## config.mk

```make
export PLATFORM = sky130hd
export DESIGN_NAME = tmr_wave_top
export DESIGN_NICKNAME = d
export VERILOG_FILES = /design/src/rtl/tmr_wave_pkg.sv /design/src/rtl/tmr_wave_counter.sv /design/src/rtl/tmr_wave_cmpbuf.sv /design/src/rtl/tmr_wave_chan.sv /design/src/rtl/tmr_wave_top.sv
export SDC_FILE = /design/constraint.sdc
export NUM_CORES = 1
export LEC_CHECK = 0
export CAP_MARGIN = 20
export CORE_ASPECT_RATIO = 1.2
export CORE_MARGIN = 4
export CORE_UTILIZATION = 69
export DETAILED_ROUTE_END_ITERATION = 10
export DONT_BUFFER_PORTS = 1
export PLACE_DENSITY = 0.85
export SYNTH_ARGS = -nofsm -noshare
export SYNTH_HDL_FRONTEND = slang
export SYNTH_SLANG_ARGS = --single-unit
```

## constraint.sdc

```tcl
create_clock -name clk -period 5.67 [get_ports clk]
set_clock_uncertainty 0.05 [all_clocks]
set_input_delay 1.134 -clock clk [delete_from_list [all_inputs] [get_ports clk]]
set_output_delay 1.134 -clock clk [all_outputs]
set_load 0.03 [all_outputs]
```

## src/rtl/tmr_wave_pkg.sv

```systemverilog
package tmr_wave_pkg;

    localparam logic [3:0] WGM_PWM8     = 4'd5;
    localparam logic [3:0] WGM_PWM9     = 4'd6;
    localparam logic [3:0] WGM_PWM10    = 4'd7;
    localparam logic [3:0] WGM_PWM_TREG = 4'd14;
    localparam logic [3:0] WGM_PWM_TCMP = 4'd15;

    typedef enum logic [2:0] {
        ACT_NONE,
        ACT_TGL,
        ACT_CLR,
        ACT_SET,
        ACT_NONINV,
        ACT_INV
    } wave_act_e;

    // Map the 2-bit code to the action it selects under the current mode.
    function automatic wave_act_e decode_act(input logic [1:0] code,
                                             input logic       pwm,
                                             input logic       tgl_ok);
        wave_act_e a;
        case (code)
            2'b01:   a = (!pwm || tgl_ok) ? ACT_TGL : ACT_NONE;
            2'b10:   a = pwm ? ACT_NONINV : ACT_CLR;
            2'b11:   a = pwm ? ACT_INV : ACT_SET;
            default: a = ACT_NONE;
        endcase
        return a;
    endfunction

endpackage

```

## src/rtl/tmr_wave_counter.sv

```systemverilog
module tmr_wave_counter
    import tmr_wave_pkg::*;
#(
    parameter int CNT_W = 16
) (
    input  logic             clk,
    input  logic             rst_n,
    input  logic             wgm_wr,
    input  logic [3:0]       wgm_in,
    input  logic             top_wr,
    input  logic [CNT_W-1:0] top_in,
    input  logic [CNT_W-1:0] cmp_a_act,
    output logic [CNT_W-1:0] cnt_o,
    output logic [3:0]       wgm_o,
    output logic             is_pwm,
    output logic             at_top
);

    localparam logic [CNT_W-1:0] TOP8  = CNT_W'((1 << 8) - 1);
    localparam logic [CNT_W-1:0] TOP9  = CNT_W'((1 << 9) - 1);
    localparam logic [CNT_W-1:0] TOP10 = CNT_W'((1 << 10) - 1);

    typedef struct packed {
        logic [CNT_W-1:0] cnt;
        logic [3:0]       wgm;
        logic [CNT_W-1:0] treg;
    } cnt_st_t;

    cnt_st_t          st_d, st_q;
    logic [CNT_W-1:0] top_val;
    logic             pwm_c;
    logic             at_top_c;

    always_comb begin
        st_d    = st_q;
        top_val = '1;
        pwm_c   = 1'b0;
        case (st_q.wgm)
            WGM_PWM8:     begin top_val = TOP8;      pwm_c = 1'b1; end
            WGM_PWM9:     begin top_val = TOP9;      pwm_c = 1'b1; end
            WGM_PWM10:    begin top_val = TOP10;     pwm_c = 1'b1; end
            WGM_PWM_TREG: begin top_val = st_q.treg; pwm_c = 1'b1; end
            WGM_PWM_TCMP: begin top_val = cmp_a_act; pwm_c = 1'b1; end
            default:      begin top_val = '1;        pwm_c = 1'b0; end
        endcase
        at_top_c = (st_q.cnt == top_val);
        st_d.cnt = at_top_c ? '0 : st_q.cnt + 1'b1;
        if (wgm_wr) st_d.wgm  = wgm_in;
        if (top_wr) st_d.treg = top_in;
    end

    always_ff @(posedge clk) begin
        if (!rst_n) st_q <= '0;
        else        st_q <= st_d;
    end

    assign cnt_o  = st_q.cnt;
    assign wgm_o  = st_q.wgm;
    assign is_pwm = pwm_c;
    assign at_top = at_top_c;

endmodule

```

## src/rtl/tmr_wave_cmpbuf.sv

```systemverilog
module tmr_wave_cmpbuf #(
    parameter int CNT_W = 16
) (
    input  logic             clk,
    input  logic             rst_n,
    input  logic             wr,
    input  logic [CNT_W-1:0] din,
    input  logic             is_pwm,
    input  logic             at_top,
    output logic [CNT_W-1:0] act_o
);

    typedef struct packed {
        logic [CNT_W-1:0] shadow;
        logic [CNT_W-1:0] act;
    } cmp_st_t;

    cmp_st_t st_d, st_q;

    always_comb begin
        st_d = st_q;
        if (wr) st_d.shadow = din;
        if (!is_pwm)     st_d.act = st_d.shadow;
        else if (at_top) st_d.act = st_q.shadow;
    end

    always_ff @(posedge clk) begin
        if (!rst_n) st_q <= '0;
        else        st_q <= st_d;
    end

    assign act_o = st_q.act;

endmodule

```

## src/rtl/tmr_wave_chan.sv

```systemverilog
module tmr_wave_chan
    import tmr_wave_pkg::*;
#(
    parameter int CNT_W = 16,
    parameter bit IS_A  = 1'b0
) (
    input  logic             clk,
    input  logic             rst_n,
    input  logic             com_wr,
    input  logic [1:0]       com_in,
    input  logic [3:0]       wgm,
    input  logic             is_pwm,
    input  logic             at_top,
    input  logic [CNT_W-1:0] cnt,
    input  logic [CNT_W-1:0] cmp_act,
    output logic             wave_o,
    output logic             pin_en_o,
    output logic [1:0]       com_o
);

    typedef struct packed {
        logic [1:0] com;
        logic       wave;
    } ch_st_t;

    ch_st_t    st_d, st_q;
    wave_act_e act;
    logic      tgl_ok;
    logic      hit;

    always_comb begin
        st_d   = st_q;
        tgl_ok = IS_A && ((wgm == WGM_PWM_TREG) || (wgm == WGM_PWM_TCMP));
        act    = decode_act(st_q.com, is_pwm, tgl_ok);
        hit    = (cnt == cmp_act);
        case (act)
            ACT_TGL: if (hit) st_d.wave = ~st_q.wave;
            ACT_CLR: if (hit) st_d.wave = 1'b0;
            ACT_SET: if (hit) st_d.wave = 1'b1;
            ACT_NONINV: begin
                if (at_top)   st_d.wave = 1'b1;
                else if (hit) st_d.wave = 1'b0;
            end
            ACT_INV: begin
                if (at_top)   st_d.wave = 1'b0;
                else if (hit) st_d.wave = 1'b1;
            end
            default: st_d.wave = st_q.wave;
        endcase
        if (com_wr) st_d.com = com_in;
    end

    always_ff @(posedge clk) begin
        if (!rst_n) st_q <= '0;
        else        st_q <= st_d;
    end

    assign wave_o   = st_q.wave;
    assign pin_en_o = (act != ACT_NONE);
    assign com_o    = st_q.com;

endmodule

```

## src/rtl/tmr_wave_top.sv

```systemverilog
module tmr_wave_top #(
    parameter int CNT_W = 16,
    parameter int NCH   = 3
) (
    input  logic             clk,
    input  logic             rst_n,
    input  logic             wgm_wr,
    input  logic [3:0]       wgm_in,
    input  logic             top_wr,
    input  logic [CNT_W-1:0] top_in,
    input  logic [NCH-1:0]   cmp_wr,
    input  logic [CNT_W-1:0] cmp_in,
    input  logic [NCH-1:0]   com_wr,
    input  logic [1:0]       com_in,
    output logic [CNT_W-1:0] cnt_o,
    output logic [NCH-1:0]   wave_out,
    output logic [NCH-1:0]   pin_en
);

    logic [3:0]                 wgm_q;
    logic                       is_pwm;
    logic                       at_top;
    logic [NCH-1:0][CNT_W-1:0]  cmp_act;
    logic [NCH-1:0][1:0]        com_q;

    tmr_wave_counter #(.CNT_W(CNT_W)) u_cnt (
        .clk       (clk),
        .rst_n     (rst_n),
        .wgm_wr    (wgm_wr),
        .wgm_in    (wgm_in),
        .top_wr    (top_wr),
        .top_in    (top_in),
        .cmp_a_act (cmp_act[0]),
        .cnt_o     (cnt_o),
        .wgm_o     (wgm_q),
        .is_pwm    (is_pwm),
        .at_top    (at_top)
    );

    for (genvar g = 0; g < NCH; g++) begin : g_ch
        tmr_wave_cmpbuf #(.CNT_W(CNT_W)) u_buf (
            .clk    (clk),
            .rst_n  (rst_n),
            .wr     (cmp_wr[g]),
            .din    (cmp_in),
            .is_pwm (is_pwm),
            .at_top (at_top),
            .act_o  (cmp_act[g])
        );

        tmr_wave_chan #(.CNT_W(CNT_W), .IS_A(g == 0)) u_chan (
            .clk      (clk),
            .rst_n    (rst_n),
            .com_wr   (com_wr[g]),
            .com_in   (com_in),
            .wgm      (wgm_q),
            .is_pwm   (is_pwm),
            .at_top   (at_top),
            .cnt      (cnt_o),
            .cmp_act  (cmp_act[g]),
            .wave_o   (wave_out[g]),
            .pin_en_o (pin_en[g]),
            .com_o    (com_q[g])
        );
    end

endmodule

```

# Word-level counts from Yosys, hierarchy flattened
# Cells that the tools add are included.
# op_classes
n_addsub	1
eq_ne	37
mux	36
bitwise_logic	4
reduce_logical	14
# op_table
op	n
two-way mux 16 bit	9
case mux 16 bit (5 select lines)	1
equality test 16 bit	4
case mux 3 bit (3 select lines)	3
equality test 3 x 2 -> 1 bit (second input constant)	6
equality test 3 bit (second input constant)	6
two-way mux 1 bit	18
adder 16 x 1 -> 16 bit (second input constant)	1
case mux 1 bit (5 select lines)	3
nonzero test 5 bit	3
equality test 2 bit (second input constant)	6
equality test 4 x 3 -> 1 bit (second input constant)	3
equality test 3 x 1 -> 1 bit (second input constant)	3
nonzero test 3 bit	3
equality test 4 bit (second input constant)	2
equality test 2 x 1 -> 1 bit (second input constant)	3
two-way mux 3 bit	2
inequality test 2 x 1 -> 1 bit (second input constant)	3
AND reduction 2 bit	3
OR reduction 5 bit	1
inverter 1 bit	4
logical OR 1 bit	2
inequality test 2 bit (second input constant)	1
OR reduction 2 bit	1
zero test 1 bit	1
# word_totals
reg_bits	141
input_bits	48
out_inout_bits	22
wordCells	107

# Longest topological paths before layout
# depth
ltp_word	10
depth_mapped	11
ltp_nobuf	7

# Cells and area by module
# A second synthesis with hierarchy kept.
# hier_totals
cells_unflattened	835
area_unflattened_um2	8139.1
# by_module_without_submodules
mod	instances	cells_each	area_per_inst_um2	seq_area_each_um2
tmr_wave_cmpbuf	3	141	1535.2	640.6
tmr_wave_counter	1	286	2469.9	720.7
tmr_wave_chan at g_ch[1].u_chan ...	2	40	340.3	60.1
tmr_wave_chan at g_ch[0].u_chan	1	46	382.9	60.1

# Least setup slack after synthesis
# No wires, ideal clock.
# synth_path
kind	register -> output
start	register u_cnt.st_q (netlist bit u_cnt.wgm_o[0])
end	output pin_en[1]
arrival_ns	1.523
required_ns	4.486
path_slack_ns	2.963
stages_incl_launch_ff	8
path_buffers	4
cell_sequence	dfxtp_1 -> buf_6 -> buf_2 -> nor2b_1 -> o21ai_1 -> clkbuf_1 -> a21o_1 -> buf_4
# synth_via
elab_chain_len	6
# synth_rtl
item	line_no	source
from (decl)	tmr_wave_counter.sv:29	cnt_st_t st_d, st_q;
from (signal assigned)	tmr_wave_counter.sv:54	else st_q <= st_d;
equality test 4 x 3 -> 1 bit or equality test 4 bit (tied branches)	tmr_wave_counter.sv:38	case (st_q.wgm)
OR reduction 5 bit (no line) (*)	--	
two-way mux 1 bit (*)	tmr_wave_counter.sv:38	
two-way mux 1 bit (tied with other cells)	tmr_wave_pkg.sv:24	2'b01: a = (!pwm || tgl_ok) ? ACT_TGL : ACT_NONE;
case mux 3 bit (3 select lines) (*)	tmr_wave_pkg.sv:23	case (code)
nonzero test 3 bit (*)	tmr_wave_chan.sv:59	assign pin_en_o = (act != ACT_NONE);
to (decl)	tmr_wave_top.sv:17	output logic [NCH-1:0] pin_en
# Every way passes the cells marked *; elsewhere a longest branch is shown, timed or not.

# Worst setup path in the final report
# layout_path
start	register u_cnt.st_q (netlist bit u_cnt.wgm_o[0])
end	register g_ch[1].u_buf.st_q (netlist bit g_ch[1].u_buf.act_o[1])
# layout_via
elab_chain_len	4
# layout_rtl
item	line_no	source
equality test 4 bit or equality test 4 x 3 -> 1 bit (tied branches)	tmr_wave_counter.sv:38	
case mux 16 bit (5 select lines) or OR reduction 5 bit (tied branches)	--	
equality test 16 bit or two-way mux 1 bit (tied branches)	tmr_wave_counter.sv:46, tmr_wave_counter.sv:38	
inequality test 2 bit (no line) or two-way mux 16 bit (tied branches)	--	
to (signal assigned)	tmr_wave_cmpbuf.sv:29	else st_q <= st_d;
to (decl)	tmr_wave_cmpbuf.sv:18	cmp_st_t st_d, st_q;
# Several ways; a longest one is shown, not always the timed one.
# A chain may end at the register's enable or synchronous reset.

==> key figures <==
Floorplanning
  – Row count: 41
  – Die footprint: 0.01271 sq mm
  – Die W: 103.6 um
  – Die height: 122.7 um
  – Core area: approximately 0.011 sq mm
  – Initial core utilization: 0.7126
  – Top Ports: 70

Critical path
  – Setup CP Type: flip-flop to flip-flop
  – Reg2reg start: u_cnt.wgm_o[0]
  – Setup crit end kind: flip-flop
  – Worst Path Max Fanout: 50
  – CP max stage cell: or4b_1
  – CP cell instances: buf_4 > mux2i_1 > a31oi_1 > or4b_1 > a31oi_1 > o21bai_2 > buf_4 > and2_1 > buf_4 > o311a_1
  – CP Launch Type: flip-flop
  – CP most frequent cell: buf_4
  – Worst Path Required: between 5000 and 6000 ps
  – CP delay by family, top: buffers and inverters
  – Buf/Inv on CP: 3
  – CP max stage delay: 500 ps
  – Crit path DAT: 4030 ps
  – Worst Setup SP: u_cnt.wgm_o[0]

CTS
  – Max clock buf depth: 2
  – Inserted Clock Buffers: 17
  – Root buffer cell: clkbuf_16
  – TritonCTS clock tree: done
  – Clk_lat worst skew: between 400 and 500 ps
  – Post-CTS Repair Setup Buffers: 0
  – Worst-path clk slew: 60 ps
  – Cts hold-fix bufs: 0
  – CTS Sinks: 141
  – PostCTS Resize Cnt: 0
  – # H-tree levels: 4

Logic synthesis
  – Adder-cell share of the synthesized area: 0.001653
  – Mux contribution to synthesized area: 0.1224
  – Unique masters post-synth: 59
  – Seq cells post-synth: 141
  – Mapped Area: between 0.007 and 0.008 sq mm
  – Syn Inst Count: 821
  – Seq/Total Area, Yosys: 0.3730
  – Xor-xnor portion of the synthesized cell area: 0.07639
  – Ys flop type: dfxtp_1
  – Syn_nets: 870
  – Simple-Gate Fraction of Synth Area: 0.1978
  – Post-synth EDFFs: 0
  – Yosys top cell area share: 0.3730
  – Syn avg cell area: between 9 and 10 sq um
  – Compound-Gate Fraction of Synth Area: 0.1556
  – Ys Warns: 0
  – Synth top area cells: dfxtp_1 (37%), mux2i_1 (11%), xnor2_1 (6.6%)
  – Async set or reset register ratio after synthesis: 0
  – Largest family of logic cells by synthesized area: simple AND/OR/NAND/NOR gates
  – Post-synth top area cell: dfxtp_1

Run status
  – Run status: finished, final reports clean

Route
  – Starting DRT DRC Count: about 470
  – DRC viols: 0
  – Via density per instance: 6.689
  – Routed Antenna Nets: 0
  – Routed via count: between 5,000 and 6,000
  – Drt total wl: 19,000 um
  – Avg WL per Cell: 21.47 um
  – DRT Pass-1 Iters: 5

Timing
  – Tmin final: 3721 ps
  – Final hold violations: 0
  – Fmax: 0.2687 GHz
  – Setup_tns: 0 ps
  – Tcrit/Tclk final: 0.6563
  – Final Max Slew Viols: 0
  – Relative slew slack: 0.3623
  – Slew @ Worst Pin: between 900 and 1000 ps
  – Final hold slack: 477.5 ps
  – RSZ-0062 raised after global routing: no
  – Setup-failing EPs final: 0

Min path
  – Min-delay src: u_cnt.st_q[8]
  – Min-delay worst type: flip-flop to flip-flop

GRT
  – Grt total ovfl: 0
  – Vias in the first global route: 5,958
  – Initial antenna violation count: 0
  – Wire length of the first global-routing pass: roughly 30,000 um
  – Pin count of the biggest net entering global routing: between 100 and 150
  – Gr usage total: 0.3030

Finish
  – Final core occ: 0.7381
  – # nets final: 792
  – Layout cells sized above 1: 0.06878
  – Diode count: 0
  – FILL cells: 781
  – Post-route cell area: 0.007838 sq mm
  – P&R area growth vs syn: 3.571%

Power
  – P per Cell Area: approximately 310 mW/mm^2
  – Worst IR Drop VDD: 220.6 uV
  – Leak Pwr: 2.975 nW

Place
  – Number of I/O port buffers: 0
  – Gpl congestion: 0.9281
  – Placed Instance Area: 0.007254 sq mm
  – DP Wirelength: between 10,000 and 15,000 um

Run
  – Max-cap viol count: 0
[flip-flops by register name, summed over array words and instances, names as in the netlist]
name                cells
g_ch.u_buf.act_o       48
g_ch.u_buf.st_q        48
u_cnt.cnt_o            16
u_cnt.st_q             16
g_ch.u_chan.com_o       6
u_cnt.wgm_o             4
g_ch.u_chan.wave_o      3
[cell families after synthesis]
family          after synthesis
simple gates                274
compound gates              144
flops                       141
buf+inv                     106
mux                          89
xor+xnor                     66
fa+ha+maj                     1
[final timing paths]
path              cells after the start                      to  slack, ps
hold reg to reg                       2           u_cnt.st_q[8]        480
setup / recovery                     10  g_ch[1].u_buf.act_o[1]       1950
setup reg to reg                     10  g_ch[1].u_buf.act_o[1]       1950
hold / removal                        2           u_cnt.st_q[8]        480
[metrics by stage]
step	setup slack [ps]	instances	total power [W]
after floorplan	2963	821	0.001327
after detailed placement	2026	853	0.001350
after global routing	1680	885	0.002512
after global placement	2102	853	0.001337
after CTS	2010	885	0.002434
final	1949	885	0.002431
[cell usage in the layout, fill, tap and decap left out, types with 3 or more instances in the layout]
| cell | instances |
|---|---|
| a21boi_0 | 50 |
| a21o_1 | 3 |
| a21oi_1 | 6 |
| a32oi_1 | 4 |
| and3_1 | 13 |
| and3b_1 | 3 |
| buf_4 | 6 |
| clkbuf_16 | 17 |
| clkinv_2 | 4 |
| clkinvlp_4 | 5 |
| dfxtp_1 | 141 |
| inv_1 | 3 |
| mux2_2 | 4 |
| mux2i_1 | 81 |
| nand2_1 | 10 |
| nand2b_1 | 4 |
| nand3_1 | 57 |
| nand4_1 | 18 |
| nand4b_1 | 6 |
| nor2_1 | 68 |
| nor2b_1 | 79 |
| nor4_1 | 4 |
| o21ai_0 | 11 |
| o311a_1 | 48 |
| xnor2_1 | 57 |
| xor2_1 | 9 |
[cell type report]
class | count | area [sq um] | area share
clock buffers | 18 | 439.2 | 0.05603
clock inverters | 14 | 143.9 | 0.01836
repair buffers | 6 | 45.04 | 0.005747
well taps | 129 | 161.4 | 0.02059
inverters | 3 | 11.26 | 0.001437
flip-flops and latches | 141 | 2823 | 0.3602
multi-input cells | 574 | 4214 | 0.5377
[report_power, final]
part	switching [W]	total (W)	leakage, nW	internal, W
Sequential	0.0000661	0.00112	1.16	0.00105
Combinational	0.000101	0.000219	1.54	0.000117
Clock	0.000438	0.00110	0.275	0.000658
Total	0.000605	0.00243	2.97	0.00183
[cells in the mapped netlist (2+ instances only)]
| master | number |
|---|---|
| a21boi_0 | 50 |
| a21o_1 | 3 |
| a21oi_1 | 6 |
| a31oi_1 | 2 |
| a32oi_1 | 4 |
| and2_1 | 2 |
| and3_1 | 13 |
| and3b_1 | 3 |
| buf_1 | 3 |
| buf_2 | 7 |
| buf_4 | 29 |
| buf_6 | 5 |
| clkbuf_1 | 58 |
| dfxtp_1 | 141 |
| inv_1 | 3 |
| mux2_2 | 4 |
| mux2i_1 | 81 |
| mux2i_4 | 2 |
| nand2_1 | 10 |
| nand2b_1 | 4 |
| nand3_1 | 57 |
| nand4_1 | 18 |
| nand4b_1 | 6 |
| nor2_1 | 68 |
| nor2b_1 | 79 |
| nor3b_1 | 2 |
| nor4_1 | 4 |
| nor4bb_1 | 2 |
| o21ai_0 | 11 |
| o2bb2ai_1 | 2 |
| o311a_1 | 48 |
| o41ai_1 | 2 |
| or3_1 | 2 |
| xnor2_1 | 57 |
| xor2_1 | 9 |
[worst register-to-register path, cell delays in order (launching register included)]
cell and delay (ps):
dfxtp_1 310, buf_4 330, mux2i_1 380, a31oi_1 120
or4b_1 500, a31oi_1 220, o21bai_2 150, buf_4 460
and2_1 470, buf_4 450, o311a_1 240
[layer usage]
metal / wire, um / track usage / vias up
met3: 1405 / 0.08311 / 51
met5: 0 / 0 / -
li1: - / - / 2766
met2: 9345 / 0.5274 / 290
met1: 7502 / 0.3432 / 2813
met4: 751 / 0.1571 / 0
No activity file was read; power rests on OpenSTA's default activity.
